### src/rtl/lcd_seq_pkg.sv
package lcd_seq_pkg;
  localparam int NCOM = 3;

  typedef enum logic [1:0] {
    LV_GND   = 2'd0,
    LV_THIRD = 2'd1,
    LV_TWO3  = 2'd2,
    LV_FULL  = 2'd3
  } lvl_e;

  // selected common sits on a rail, others on a mid level
  function automatic lvl_e com_lvl(logic half, logic pol, logic sel);
    if (sel)       return pol ? LV_GND : LV_FULL;
    else if (half) return LV_THIRD;
    else           return pol ? LV_TWO3 : LV_THIRD;
  endfunction

  // on: opposite rail to the selected common; off: mid level
  function automatic lvl_e seg_lvl(logic half, logic pol, logic on);
    if (on)        return pol ? LV_FULL : LV_GND;
    else if (half) return LV_THIRD;
    else           return pol ? LV_THIRD : LV_TWO3;
  endfunction
endpackage

### src/rtl/lcd_frame_timer.sv
module lcd_frame_timer #(
  parameter int SLOT_TICKS = 128,
  localparam int CW = $clog2(SLOT_TICKS)
) (
  input  logic       clk_i,
  input  logic       rst_ni,
  input  logic       hold_i,
  output logic [1:0] slot_o,
  output logic       pol_o
);
  logic [CW-1:0] cnt_q;
  logic [1:0]    slot_q;
  logic          pol_q;

  always_ff @(posedge clk_i or negedge rst_ni) begin
    if (!rst_ni) begin
      cnt_q  <= '0;
      slot_q <= '0;
      pol_q  <= 1'b0;
    end else if (hold_i) begin
      cnt_q  <= '0;
      slot_q <= '0;
      pol_q  <= 1'b0;
    end else if (cnt_q == CW'(SLOT_TICKS - 1)) begin
      cnt_q <= '0;
      if (slot_q == 2'd2) begin
        slot_q <= '0;
        pol_q  <= ~pol_q;
      end else begin
        slot_q <= slot_q + 2'd1;
      end
    end else begin
      cnt_q <= cnt_q + CW'(1);
    end
  end

  assign slot_o = slot_q;
  assign pol_o  = pol_q;
endmodule

### src/rtl/lcd_disp_latch.sv
module lcd_disp_latch #(
  parameter int DW = 75
) (
  input  logic          clk_i,
  input  logic          rst_ni,
  input  logic          load_i,
  input  logic [DW-1:0] d_i,
  output logic [DW-1:0] q_o
);
  always_ff @(posedge clk_i or negedge rst_ni) begin
    if (!rst_ni)     q_o <= '0;
    else if (load_i) q_o <= d_i;
  end
endmodule

### src/rtl/lcd_com_drv.sv
module lcd_com_drv
  import lcd_seq_pkg::*;
(
  input  logic              blank_i,
  input  logic              half_i,
  input  logic              pol_i,
  input  logic [1:0]        slot_i,
  output logic [2*NCOM-1:0] com_o
);
  for (genvar c = 0; c < NCOM; c++) begin : g_com
    lvl_e lv;
    always_comb lv = blank_i ? LV_GND : com_lvl(half_i, pol_i, slot_i == 2'(c));
    assign com_o[2*c +: 2] = lv;
  end
endmodule

### src/rtl/lcd_pin_mux.sv
module lcd_pin_mux
  import lcd_seq_pkg::*;
#(
  parameter int NSEG  = 25,
  parameter int NGPIO = 4,
  parameter int NSCAN = 2,
  localparam int DW  = NCOM * NSEG,
  localparam int PSW = $clog2(NGPIO + 1),
  localparam int KSW = $clog2(NSCAN + 1),
  localparam int SB  = NSEG - NSCAN
) (
  input  logic [DW-1:0]     disp_i,
  input  logic [1:0]        slot_i,
  input  logic              pol_i,
  input  logic              half_i,
  input  logic              seg_off_i,
  input  logic              blank_i,
  input  logic [PSW-1:0]    gpio_cnt_i,
  input  logic [KSW-1:0]    keep_cnt_i,
  output logic [2*NSEG-1:0] seg_o,
  output logic [NSCAN-1:0]  scan_sel_o
);
  for (genvar k = 0; k < NSEG; k++) begin : g_pin
    logic [NCOM-1:0] trip;
    logic            gp, sc;
    lvl_e            lv;
    assign trip = disp_i[NCOM*k +: NCOM];

    if (k < NGPIO) begin : g_gp
      assign gp = PSW'(k) < gpio_cnt_i;
    end else begin : g_nogp
      assign gp = 1'b0;
    end

    if (k >= SB) begin : g_sc
      assign sc = !(KSW'(k - SB) < keep_cnt_i);
      assign scan_sel_o[k - SB] = sc;
    end else begin : g_nosc
      assign sc = 1'b0;
    end

    always_comb begin
      if (gp)                lv = trip[0] ? LV_FULL : LV_GND;
      else if (sc || blank_i) lv = LV_GND;
      else                   lv = seg_lvl(half_i, pol_i, trip[slot_i] & ~seg_off_i);
    end
    assign seg_o[2*k +: 2] = lv;
  end
endmodule

### src/rtl/lcd_seg_seq.sv
module lcd_seg_seq
  import lcd_seq_pkg::*;
#(
  parameter int FRAME_TICKS = 384,
  parameter int NSEG  = 25,
  parameter int NGPIO = 4,
  parameter int NSCAN = 2,
  localparam int DW  = NCOM * NSEG,
  localparam int PSW = $clog2(NGPIO + 1),
  localparam int KSW = $clog2(NSCAN + 1)
) (
  input  logic              clk_i,
  input  logic              rst_ni,
  input  logic              load_i,
  input  logic [DW-1:0]     data_i,
  input  logic              bias_half_i,
  input  logic              seg_off_i,
  input  logic              sleep_i,
  input  logic [PSW-1:0]    port_sel_i,
  input  logic [KSW-1:0]    key_sel_i,
  output logic [1:0]        slot_o,
  output logic              frame_pol_o,
  output logic [2*NCOM-1:0] com_o,
  output logic [2*NSEG-1:0] seg_o,
  output logic [NSCAN-1:0]  scan_sel_o
);
  localparam int SLOT_TICKS = FRAME_TICKS / NCOM;

  logic [DW-1:0]  disp;
  logic           blank;
  logic [PSW-1:0] gpio_cnt;
  logic [KSW-1:0] keep_cnt;

  assign blank = sleep_i | ~rst_ni;

  // saturate codes; reset forces all pins to segment function
  always_comb begin
    if (!rst_ni)                          gpio_cnt = '0;
    else if (port_sel_i > PSW'(NGPIO))    gpio_cnt = PSW'(NGPIO);
    else                                  gpio_cnt = port_sel_i;
    if (!rst_ni || key_sel_i > KSW'(NSCAN)) keep_cnt = KSW'(NSCAN);
    else                                    keep_cnt = key_sel_i;
  end

  lcd_frame_timer #(.SLOT_TICKS(SLOT_TICKS)) u_timer (
    .clk_i  (clk_i),
    .rst_ni (rst_ni),
    .hold_i (sleep_i),
    .slot_o (slot_o),
    .pol_o  (frame_pol_o)
  );

  lcd_disp_latch #(.DW(DW)) u_latch (
    .clk_i  (clk_i),
    .rst_ni (rst_ni),
    .load_i (load_i),
    .d_i    (data_i),
    .q_o    (disp)
  );

  lcd_com_drv u_com (
    .blank_i (blank),
    .half_i  (bias_half_i),
    .pol_i   (frame_pol_o),
    .slot_i  (slot_o),
    .com_o   (com_o)
  );

  lcd_pin_mux #(.NSEG(NSEG), .NGPIO(NGPIO), .NSCAN(NSCAN)) u_mux (
    .disp_i     (disp),
    .slot_i     (slot_o),
    .pol_i      (frame_pol_o),
    .half_i     (bias_half_i),
    .seg_off_i  (seg_off_i),
    .blank_i    (blank),
    .gpio_cnt_i (gpio_cnt),
    .keep_cnt_i (keep_cnt),
    .seg_o      (seg_o),
    .scan_sel_o (scan_sel_o)
  );
endmodule

### config.mk
export PLATFORM = sky130hd
export DESIGN_NAME = lcd_seg_seq
export DESIGN_NICKNAME = d
export VERILOG_FILES = /design/src/rtl/lcd_seq_pkg.sv /design/src/rtl/lcd_frame_timer.sv /design/src/rtl/lcd_disp_latch.sv /design/src/rtl/lcd_com_drv.sv /design/src/rtl/lcd_pin_mux.sv /design/src/rtl/lcd_seg_seq.sv
export SDC_FILE = /design/constraint.sdc
export NUM_CORES = 1
export LEC_CHECK = 0
export ABC_CLOCK_PERIOD_IN_PS = 1800
export BUFFER_PORTS_ARGS = -buffer_cell sky130_fd_sc_hd__buf_2
export CORE_UTILIZATION = 40
export DETAILED_ROUTE_END_ITERATION = 7
export GPL_ROUTABILITY_DRIVEN = 0
export PLACE_DENSITY = 0.71
export SYNTH_ARGS = -nofsm -noshare
export SYNTH_HDL_FRONTEND = slang
export SYNTH_SLANG_ARGS = --single-unit
### constraint.sdc
create_clock -name clk_i -period 1.8 [get_ports clk_i]
set_clock_uncertainty 0.15 [all_clocks]
set_input_delay 0.18 -clock clk_i [delete_from_list [all_inputs] [get_ports clk_i]]
set_output_delay 0.18 -clock clk_i [all_outputs]
set_load 0.1 [all_outputs]
==> results of run 1 <==
## cell usage in the layout (no fill, tap or decap), drive strengths merged, types with 2 or more instances in the layout
cell type    netlist  routed
xnor2              2       2
or2               22      22
nor2b              8       8
nand2             32      32
and2               2       2
o211ai             3       3
nor3               7       7
buf               19     232
a311o              4       4
nor2              20      20
nand4              2       2
a21oi             50      50
o21ai              7       7
mux2i             45      45
nand2b             6       6
diode              0       2
xor2               3       3
o21a               2       2
dfrtp             85      85
nand3              6       6
mux2              77      77
nand3b             2       2
inv                2       3
dlygate4sd3        0      76
clkbuf            16      10
clkinvlp           0       3
## through the flow
step	TNS (ns)	setup slack, ns	instance area (um^2)
3_3_place_gp	-10.36	-0.3251	7532
5_1_grt	-46.43	-0.7211	9263
2_1_floorplan	-31.98	-1.422	5524
6_report	-30.71	-0.7050	9263
4_1_cts	-33.39	-0.6655	8956
3_5_place_dp	-11.49	-0.3719	7532
## per-layer routing
metal	wire length, um	global-route usage	up-vias	part of all wire
met5	0	0	-	0
met3	711	0.04593	29	0.043
met2	8952	0.4796	136	0.54
li1	-	-	2116	-
met1	6682	0.3127	2322	0.40
met4	350	0.09009	0	0.021
## where the power goes
part	internal, mW	switching (mW)	leakage [nW]
registers	2.09	0.102	1.01
clock network	1.07	0.754	0.131
logic	0.819	0.972	2.63
## logic make-up after synthesis
group	synth area share
fa+ha+maj	0.002620
buf+inv	0.04219
xor+xnor	0.009174
flops	0.4455
compound gates	0.1043
mux	0.2767
simple gates	0.1195
## sequential cells by signal (all words and copies together) (netlist names)
name / count
u_latch.q_o: 75
u_timer.cnt_q: 7
u_timer.slot_o: 2
u_timer.pol_o: 1
## worst max-delay path by stage
stage | from | end | slack (ns)
finish | u_timer.slot_o[1] | seg_o[33] | -0.71
global route | u_timer.slot_o[1] | seg_o[43] | -0.72
floorplan | u_timer.slot_o[1] | seg_o[5] | -1.42
detailed placement | u_timer.slot_o[1] | seg_o[43] | -0.37
global placement | u_timer.slot_o[1] | seg_o[41] | -0.33
CTS | u_timer.slot_o[1] | seg_o[27] | -0.67
## timing repair
action                                  CTS  global route
hold buffers                             76             1
setup buffers                             7            21
gates cloned                              1             0
endpoints found under the setup margin   56           137
resized for setup                        68            34
pin swaps                                11            13
hold endpoints to repair                 82             2
## area by class of cell
class                   count  area [um^2]  area share
clock buffers              10        229.0     0.02472
repair buffers            309         3259      0.3519
well taps                 143        178.9     0.01932
flip-flops and latches     85         2138      0.2309
diodes                      2        5.005   0.0005403
inverters                   2        15.01    0.001621
clock inverters             5        61.31    0.006619
multi-input cells         312         3376      0.3644
## worst max-delay path, cell delays in order (launching register included)
cell     delay [ns]
dfrtp_4        0.52
buf_12         0.19
mux2i_1        0.18
or2_1          0.28
a21oi_4        0.20
mux2i_4        0.27
buf_12         0.20
==> impl_metrics.py, run 1 <==
metrics = {
    "synthesis": {
        "synth_area_um2": 4775,
        "netlist_top_cells_count": "dfrtp_1, mux2_1, mux2i_1",
        "synth_area_per_cell_um2": 11.00,
        "ys_seq_area_frac": 0.4455,
        "synth_top_cell_area_share": 0.4455,
        "yosys.cell_types.count": 45,
        "ys_top_cells_by_area": "dfrtp_1, mux2_1, mux2i_1, a21oi_2, a21oi_1",
        "ys_ff_latch": 85,
        "synth.most_common_cell": "dfrtp_1",
        "synth_edf_count": 0,
        "synth_warnings": 0,
        "ys.flop_type": "dfrtp_1",
        "synth.largest_area_cell": "dfrtp_1",
        "syn_nets": 521,
        "async_flop_share": 1.000,
        "syn_inst": 434,
    },
    "drt": {
        "vias_per_cell": 5.303,
        "via_count": 4603,
        "first_iter_violations": 259,
        "drcViolationCount": 16,
        "wl_per_cell_um": 19.24,
        "ant_nets": 0,
        "first_pass_iters": 6,
        "totalWireLength_mm": 16.70,
    },
    "setup_path": {
        "r2r_slack_ns": 0.09,
        "end_kind": "output port",
        "crit_path_start_kind": "flip-flop",
        "reg2reg_from": "u_timer.cnt_q[0]",
        "r2r-end": "u_timer.slot_o[0]",
        "crit_required_ns": 1.47,
        "critical_path_arrival_ns": 2.18,
        "r2r_cells": 6,
        "path_max_fanout": 19,
        "critical_path_class": "reg2out",
    },
    "min_path": {
        "hold_class": "in2reg",
        "holdPathEnd": "u_timer.pol_o",
        "min_path_cells": 3,
        "hp-start": "sleep_i",
    },
    "sta": {
        "worst_slew_pin_slew_ns": 0.7162,
        "finalCritPeriodShare": 1.392,
        "fin_ws_ns": -0.7050,
        "fmax_ghz": 0.3992,
        "hold_ws_ns": 0.09207,
        "relSlewSlack": 0.5225,
        "drv_slew": 0,
        "rsz0062_at_grt": "true",
        "hold_viol": 0,
        "setup_viol": 60,
        "timing.final.crit_period_ns": 2.505,
    },
    "clocking": {
        "clk_pin_slew_worst_paths_ns": 0.06,
        "cts.htree.levels": 3,
        "clockBufferDepth": 2,
        "clock_sinks": 85,
        "clock_latency_ns": 0.32,
        "root_buffer": "clkbuf_16",
        "numCtsBuffers": 9,
        "cts_tree": "yes",
    },
    "global_route": {
        "grt_max_degree": 79,
        "grt_pass1_wl_mm": 25.56,
        "grt.overflow.total": 0,
        "antenna_found_initial": 2,
        "grt_use_total": 0.2640,
        "first_global_vias": 4925,
    },
    "power": {
        "peakVddDrop_uv": 411.4,
        "p_total_mw": 5.804,
        "p_leak_nw": 3.767,
        "powerDensity_nw_per_um2": 626.7,
    },
    "die": {
        "die_w_um": 111.3,
        "rows": 39,
        "io_pins": 147,
        "initial_utilization": 0.4146,
        "die_h_um": 111.3,
        "die_area_um2": 12380,
        "core_area_um2": 11520,
    },
    "final_layout": {
        "instances_no_fill": 868,
        "syn_to_final_growth_pct": 94.00,
        "drive_above_1_share": 0.4993,
        "post-route-util": 0.8043,
        "nets": 806,
        "fillers": 584,
    },
    "status": {
        "violations": "design-rule violations, negative setup slack",
        "outcome": "finished, violations left",
    },
    "place": {
        "port_buffers": 146,
        "hpwl_mm": 10.31,
        "dp_cells": 747,
    },
    "job": {
        "cap_viol_max_count": 0,
    },
}
(Power assumes the default switching activity.)
==> run 2, diff against run 1 <==
--- a/config.mk
+++ b/config.mk
@@ -6,11 +6,11 @@
 export NUM_CORES = 1
 export LEC_CHECK = 0
 export ABC_CLOCK_PERIOD_IN_PS = 1800
-export BUFFER_PORTS_ARGS = -buffer_cell sky130_fd_sc_hd__buf_2
 export CORE_UTILIZATION = 40
 export DETAILED_ROUTE_END_ITERATION = 7
+export DONT_BUFFER_PORTS = 1
 export GPL_ROUTABILITY_DRIVEN = 0
-export PLACE_DENSITY = 0.71
+export PLACE_DENSITY = 0.6
 export SYNTH_ARGS = -nofsm -noshare
 export SYNTH_HDL_FRONTEND = slang
 export SYNTH_SLANG_ARGS = --single-unit
==> impl_metrics.py, run 2 <==
metrics = {
    "status": {
        "outcome": "aborted with a tool error",
        "failed_stage": "4_1_cts",
        "error": "[ERROR RSZ-0060] Max buffer count reached.",
    },
    "die": {
        "die_w_um": 111.3,
        "die_h_um": 111.3,
        "initial_utilization": 0.4146,
        "io_pins": 147,
        "rows": 39,
    },
    "clocking": {
        "cts.htree.levels": 3,
        "clock_sinks": 85,
        "numCtsBuffers": 9,
        "root_buffer": "clkbuf_16",
        "cts.repair.resized": 37,
        "cts_setup_buffers": 8,
        "clockBufferDepth": 2,
        "postCtsHoldBufs": 135,
    },
    "synthesis": {
        "synth_area_um2": 4775,
        "syn_nets": 521,
        "async_flop_share": 1.000,
        "syn_inst": 434,
        "synth_warnings": 0,
        "yosys.cell_types.count": 45,
        "netlist_top_cells_count": "dfrtp_1, mux2_1, mux2i_1",
        "synth.largest_area_cell": "dfrtp_1",
        "ys_seq_area_frac": 0.4455,
        "ys.flop_type": "dfrtp_1",
        "synth_area_per_cell_um2": 11.00,
        "ys_ff_latch": 85,
        "synth_edf_count": 0,
        "ys_top_cells_by_area": "dfrtp_1, mux2_1, mux2i_1, a21oi_2, a21oi_1",
        "synth_top_cell_area_share": 0.4455,
        "synth.most_common_cell": "dfrtp_1",
    },
    "place": {
        "port_buffers": 0,
        "hpwl_mm": 9.376,
        "post_dp_cell_area_um2": 7027,
        "dp_cells": 648,
    },
}
run 2: metrics by stage:
| stage | setup WS, ns | util |
|---|---|---|
| 2_1_floorplan | -1.422 | - |
| 3_3_place_gp | -0.3033 | 0.6102 |
| 3_5_place_dp | -0.3357 | 0.6102 |
run 2: cells by family after synthesis:
group / count (synthesis) / share of synthesized area
simple gates: 111 / 0.1195
buf+inv: 37 / 0.04219
fa+ha+maj: 1 / 0.002620
mux: 122 / 0.2767
flops: 85 / 0.4455
compound gates: 73 / 0.1043
xor+xnor: 5 / 0.009174
==> run 3, diff against run 2 <==
--- a/config.mk
+++ b/config.mk
@@ -6,11 +6,11 @@
 export NUM_CORES = 1
 export LEC_CHECK = 0
 export ABC_CLOCK_PERIOD_IN_PS = 1800
-export CORE_UTILIZATION = 40
+export CORE_UTILIZATION = 25
 export DETAILED_ROUTE_END_ITERATION = 7
 export DONT_BUFFER_PORTS = 1
 export GPL_ROUTABILITY_DRIVEN = 0
-export PLACE_DENSITY = 0.6
+export PLACE_DENSITY_LB_ADDON = 0.15
 export SYNTH_ARGS = -nofsm -noshare
 export SYNTH_HDL_FRONTEND = slang
 export SYNTH_SLANG_ARGS = --single-unit
==> impl_metrics.py, run 3 (synthesis results as in run 1) <==
metrics = {
    "drt": {
        "first_iter_violations": 147,
        "wl_per_cell_um": 17.31,
        "drcViolationCount": 0,
        "first_pass_iters": 6,
        "vias_per_cell": 4.651,
        "totalWireLength_mm": 15.77,
        "ant_nets": 0,
        "via_count": 4237,
    },
    "global_route": {
        "first_global_vias": 4908,
        "grt.overflow.total": 0,
        "grt_use_total": 0.1710,
        "grt_max_degree": 94,
        "antenna_found_initial": 0,
        "grt_pass1_wl_mm": 26.03,
    },
    "power": {
        "p_leak_nw": 3.536,
        "powerDensity_nw_per_um2": 610.4,
        "peakVddDrop_uv": 412.6,
        "p_total_mw": 5.683,
    },
    "sta": {
        "finalCritPeriodShare": 1.361,
        "drv_slew": 0,
        "fin_ws_ns": -0.6505,
        "timing.final.crit_period_ns": 2.451,
        "hold_viol": 85,
        "relSlewSlack": 0.7498,
        "worst_slew_pin_slew_ns": 0.3741,
        "setup_viol": 56,
        "hold_ws_ns": -0.6318,
        "rsz0062_at_grt": "true",
        "fmax_ghz": 0.4081,
    },
    "clocking": {
        "clock_sinks": 85,
        "cts.htree.levels": 3,
        "root_buffer": "clkbuf_16",
        "cts_tree": "yes",
        "numCtsBuffers": 9,
        "clock_latency_ns": 0.34,
        "clockBufferDepth": 2,
        "postCtsHoldBufs": 151,
        "clk_pin_slew_worst_paths_ns": 0.07,
    },
    "setup_path": {
        "critical_path_class": "reg2out",
        "crit_required_ns": 1.47,
        "crit_path_start_kind": "flip-flop",
        "end_kind": "output port",
        "cp-startpoint": "u_timer.slot_o[1]",
        "path_max_fanout": 10,
        "critical_path_arrival_ns": 2.12,
        "reg2reg_from": "u_timer.slot_o[0]",
    },
    "final_layout": {
        "insertedDiodeCount": 0,
        "drive_above_1_share": 0.3516,
        "largest_reg_flops": 75,
        "syn_to_final_growth_pct": 95.02,
        "final_common_cell": "dlygate4sd3_1",
        "top_register": "u_latch.q_o",
        "nets": 759,
        "stdcell_area_um2": 9311,
        "layout_common_cells": "dlygate4sd3_1, dfrtp_1, mux2_1",
    },
    "die": {
        "io_pins": 147,
        "rows": 50,
        "die_area_um2": 19650,
        "initial_utilization": 0.2553,
        "die_h_um": 140.2,
        "core_area_um2": 18710,
        "die_w_um": 140.2,
    },
    "place": {
        "hpwl_mm": 10.05,
        "port_buffers": 0,
        "post_dp_cell_area_um2": 7198,
    },
    "job": {
        "cap_viol_max_count": 0,
    },
    "min_path": {
        "hold_class": "in2async",
    },
    "status": {
        "violations": "negative hold slack, negative setup slack",
        "outcome": "finished, violations left",
    },
}
[run 3: area by class of cell]
class,count,area [um^2]
Tap cell,234,292.8
Timing Repair Buffer,262,3239
Sequential cell,85,2138
Inverter,2,10.01
Clock inverter,5,37.54
Multi-Input combinational cell,312,3361
Fill cell,1678,9394
Clock buffer,11,232.7
[run 3: critical path, cell delays in order, from the launching register on]
cell and delay (ns):
dfrtp_4 0.54, buf_12 0.17, mux2_4 0.31, o2111a_1 0.23, a311o_2 0.34, buf_12 0.18
[run 3: path summary, 6_finish.rpt]
path                               endpoint  slack [ns]  cells after the start
min reg2reg                u_timer.cnt_q[0]        0.34                      1
max in group asynchronous    u_latch.q_o[3]        2.00                      0
max reg2reg                   u_timer.pol_o        0.07                      5
max                                seg_o[7]       -0.65                      5
min                         u_latch.q_o[45]       -0.63                      0
min in group clk_i         u_timer.cnt_q[0]        0.34                      1
[run 3: layer usage]
metal / GRT usage / wire, um / vias up / share of wire
met5: 0 / 0 / - / 0
met2: 0.2989 / 7722 / 101 / 0.49
met3: 0.05231 / 971 / 17 / 0.062
li1: - / - / 2015 / -
met4: 0.04396 / 202 / 0 / 0.013
met1: 0.2031 / 6868 / 2104 / 0.44
[run 3: timing repair]
action / 4_1_cts / 5_1_grt
pin swaps: 7 / 1
setup endpoints to repair: 56 / 56
hold endpoints to repair: 170 / 85
setup buffers: 2 / 2
gates cloned: 0 / 0
gates resized for setup: 40 / 15
[run 3: per-stage QoR]
stage | cells | hold slack, ns | utilization | setup TNS [ns] | worst slack (ns)
floorplan | 434 | -0.2656 | - | -31.98 | -1.422
global placement | 740 | -0.2622 | 0.3848 | -11.55 | -0.3153
detailed placement | 740 | -0.2626 | 0.3848 | -12.29 | -0.3256
CTS | 909 | -0.6439 | 0.4922 | -31.31 | -0.6846
global route | 911 | -0.6556 | 0.4978 | -33.78 | -0.7226
finish | 911 | -0.6318 | 0.4978 | -29.04 | -0.6505
[run 3: power by group]
| part | internal [mW] | leakage (nW) | total [mW] | switching (mW) |
|---|---|---|---|---|
| logic | 0.926 | 2.40 | 1.76 | 0.833 |
| registers | 2.08 | 1.01 | 2.18 | 0.0979 |
| clock network | 0.939 | 0.126 | 1.74 | 0.803 |
==> run 4, diff against run 3 <==
--- a/config.mk
+++ b/config.mk
@@ -10,7 +10,7 @@
 export DETAILED_ROUTE_END_ITERATION = 7
 export DONT_BUFFER_PORTS = 1
 export GPL_ROUTABILITY_DRIVEN = 0
-export PLACE_DENSITY_LB_ADDON = 0.15
+export PLACE_DENSITY = 0.4
 export SYNTH_ARGS = -nofsm -noshare
 export SYNTH_HDL_FRONTEND = slang
 export SYNTH_SLANG_ARGS = --single-unit
==> impl_metrics.py, run 4 (synthesis results as in run 1) <==
metrics = {
    "drt": {
        "first_pass_iters": 4,
        "m1WireLength_mm": 6.536,
        "vias_per_cell": 4.633,
        "wl_met2_mm": 8.030,
        "wl_met3_mm": 1.040,
        "dr.max_layer_used": "met4",
        "via_count": 4244,
        "drcViolationCount": 0,
        "first_iter_violations": 60,
        "wl_per_cell_um": 17.18,
        "totalWireLength_mm": 15.74,
        "ant_nets": 0,
    },
    "min_path": {
        "hold_class": "in2async",
    },
    "sta": {
        "hold_viol": 85,
        "fmax_ghz": 0.4102,
        "rsz0062_at_grt": "true",
        "fin_ws_ns": -0.6380,
        "drv_slew": 0,
        "relSlewSlack": 0.7066,
        "hold_ws_ns": -0.6287,
        "finalCritPeriodShare": 1.354,
        "setup_tns_ns": -28.47,
        "worst_slew_pin_slew_ns": 0.4386,
        "timing.final.crit_period_ns": 2.438,
        "setup_viol": 56,
    },
    "final_layout": {
        "insertedDiodeCount": 0,
        "final_common_cell": "dlygate4sd3_1",
        "syn_to_final_growth_pct": 94.73,
        "largest_reg_flops": 75,
        "top_register": "u_latch.q_o",
        "layout_common_cells": "dlygate4sd3_1, dfrtp_1, mux2_1",
        "drive_above_1_share": 0.3534,
        "nets": 764,
    },
    "power": {
        "p_leak_nw": 3.571,
        "peakVddDrop_uv": 550.5,
        "powerDensity_nw_per_um2": 644.3,
        "p_total_mw": 5.990,
    },
    "setup_path": {
        "crit_slowest_cell": "dfrtp_4",
        "path_common_cell": "buf_12",
        "critical_path_class": "reg2out",
        "path_cells": "buf_12, mux2_1, o211a_1, a311o_2, buf_12",
        "crit_path_start_kind": "flip-flop",
        "critical_path_arrival_ns": 2.11,
        "path_max_fanout": 14,
        "crit_family": "compound AO/OA/AOI/OAI gates",
        "end_kind": "output port",
        "crit_required_ns": 1.47,
        "slowest_delay_ns": 0.52,
        "crit_buf_inv": 2,
    },
    "clocking": {
        "cts.htree.levels": 3,
        "clk_pin_slew_worst_paths_ns": 0.07,
        "postCtsHoldBufs": 151,
        "clockBufferDepth": 2,
        "clock_sinks": 85,
        "root_buffer": "clkbuf_16",
        "cts_tree": "yes",
        "numCtsBuffers": 9,
        "clock_latency_ns": 0.34,
    },
    "place": {
        "hpwl_mm": 10.34,
        "port_buffers": 0,
        "place_ws_ns": -0.2832,
    },
    "status": {
        "violations": "negative hold slack, negative setup slack",
        "outcome": "finished, violations left",
    },
    "die": {
        "die_h_um": 140.2,
        "die_w_um": 140.2,
        "initial_utilization": 0.2553,
        "io_pins": 147,
        "die_area_um2": 19650,
        "rows": 50,
        "core_area_um2": 18710,
    },
    "global_route": {
        "grt_max_degree": 94,
        "antenna_found_initial": 0,
        "grt_pass1_wl_mm": 26.12,
        "grt.overflow.total": 0,
        "first_global_vias": 4885,
        "grt_use_total": 0.1723,
    },
    "job": {
        "cap_viol_max_count": 0,
    },
}
-- run 4: area by class of cell --
class                           count  area (um^2)
Tap cell                          234        292.8
Inverter                            2        10.01
Clock buffer                       10        239.0
Timing Repair Buffer              267         3262
Sequential cell                    85         2138
Clock inverter                      6        86.33
Multi-Input combinational cell    312         3269
Fill cell                        1680         9408
-- run 4: report_power, final --
group | leakage [nW] | internal [mW] | switching, mW
clock | 0.158 | 1.25 | 0.817
combinational | 2.40 | 0.919 | 0.828
sequential | 1.01 | 2.08 | 0.0902
total | 3.57 | 4.25 | 1.74
-- run 4: worst paths after layout --
kind | slack (ns) | startpoint | cells past startpoint | end
max | -0.64 | u_timer.slot_o[1] | 5 | seg_o[1]
min | -0.63 | rst_ni | 0 | u_latch.q_o[5]
max reg2reg | 0.04 | u_timer.slot_o[1] | 7 | u_timer.pol_o
min reg2reg | 0.35 | u_timer.cnt_q[0] | 1 | u_timer.cnt_q[0]
max in group asynchronous | 1.99 | rst_ni | 0 | u_timer.slot_o[1]
min in group clk_i | 0.35 | u_timer.cnt_q[0] | 1 | u_timer.cnt_q[0]
-- run 4: layer usage --
layer | up-vias | global-route usage
li1 | 2024 | -
met1 | 2112 | 0.1939
met2 | 100 | 0.3111
met3 | 8 | 0.06325
met5 | - | 0
met4 | 0 | 0.03297
-- run 4: repair_timing --
action	4_1_cts	5_1_grt
gates resized for setup	36	11
endpoints found under the hold margin	170	85
pin swaps	1	3
setup buffers	1	1
setup endpoints to repair	56	56
-- run 4: worst reg2reg max path, cell delays in order, from the launching register on --
cell,delay [ns]
dfrtp_4,0.47
buf_12,0.17
buf_6,0.12
buf_8,0.12
nand2b_4,0.08
buf_6,0.12
or3_4,0.35
a21oi_2,0.11
-- run 4: through the flow --
stage                 util  cell area, um^2  std cells
floorplan                -             5524        434
global placement    0.3856             7213        747
detailed placement  0.3856             7213        747
CTS                 0.4934             9229        915
global route        0.4971             9298        916
finish              0.4971             9298        916
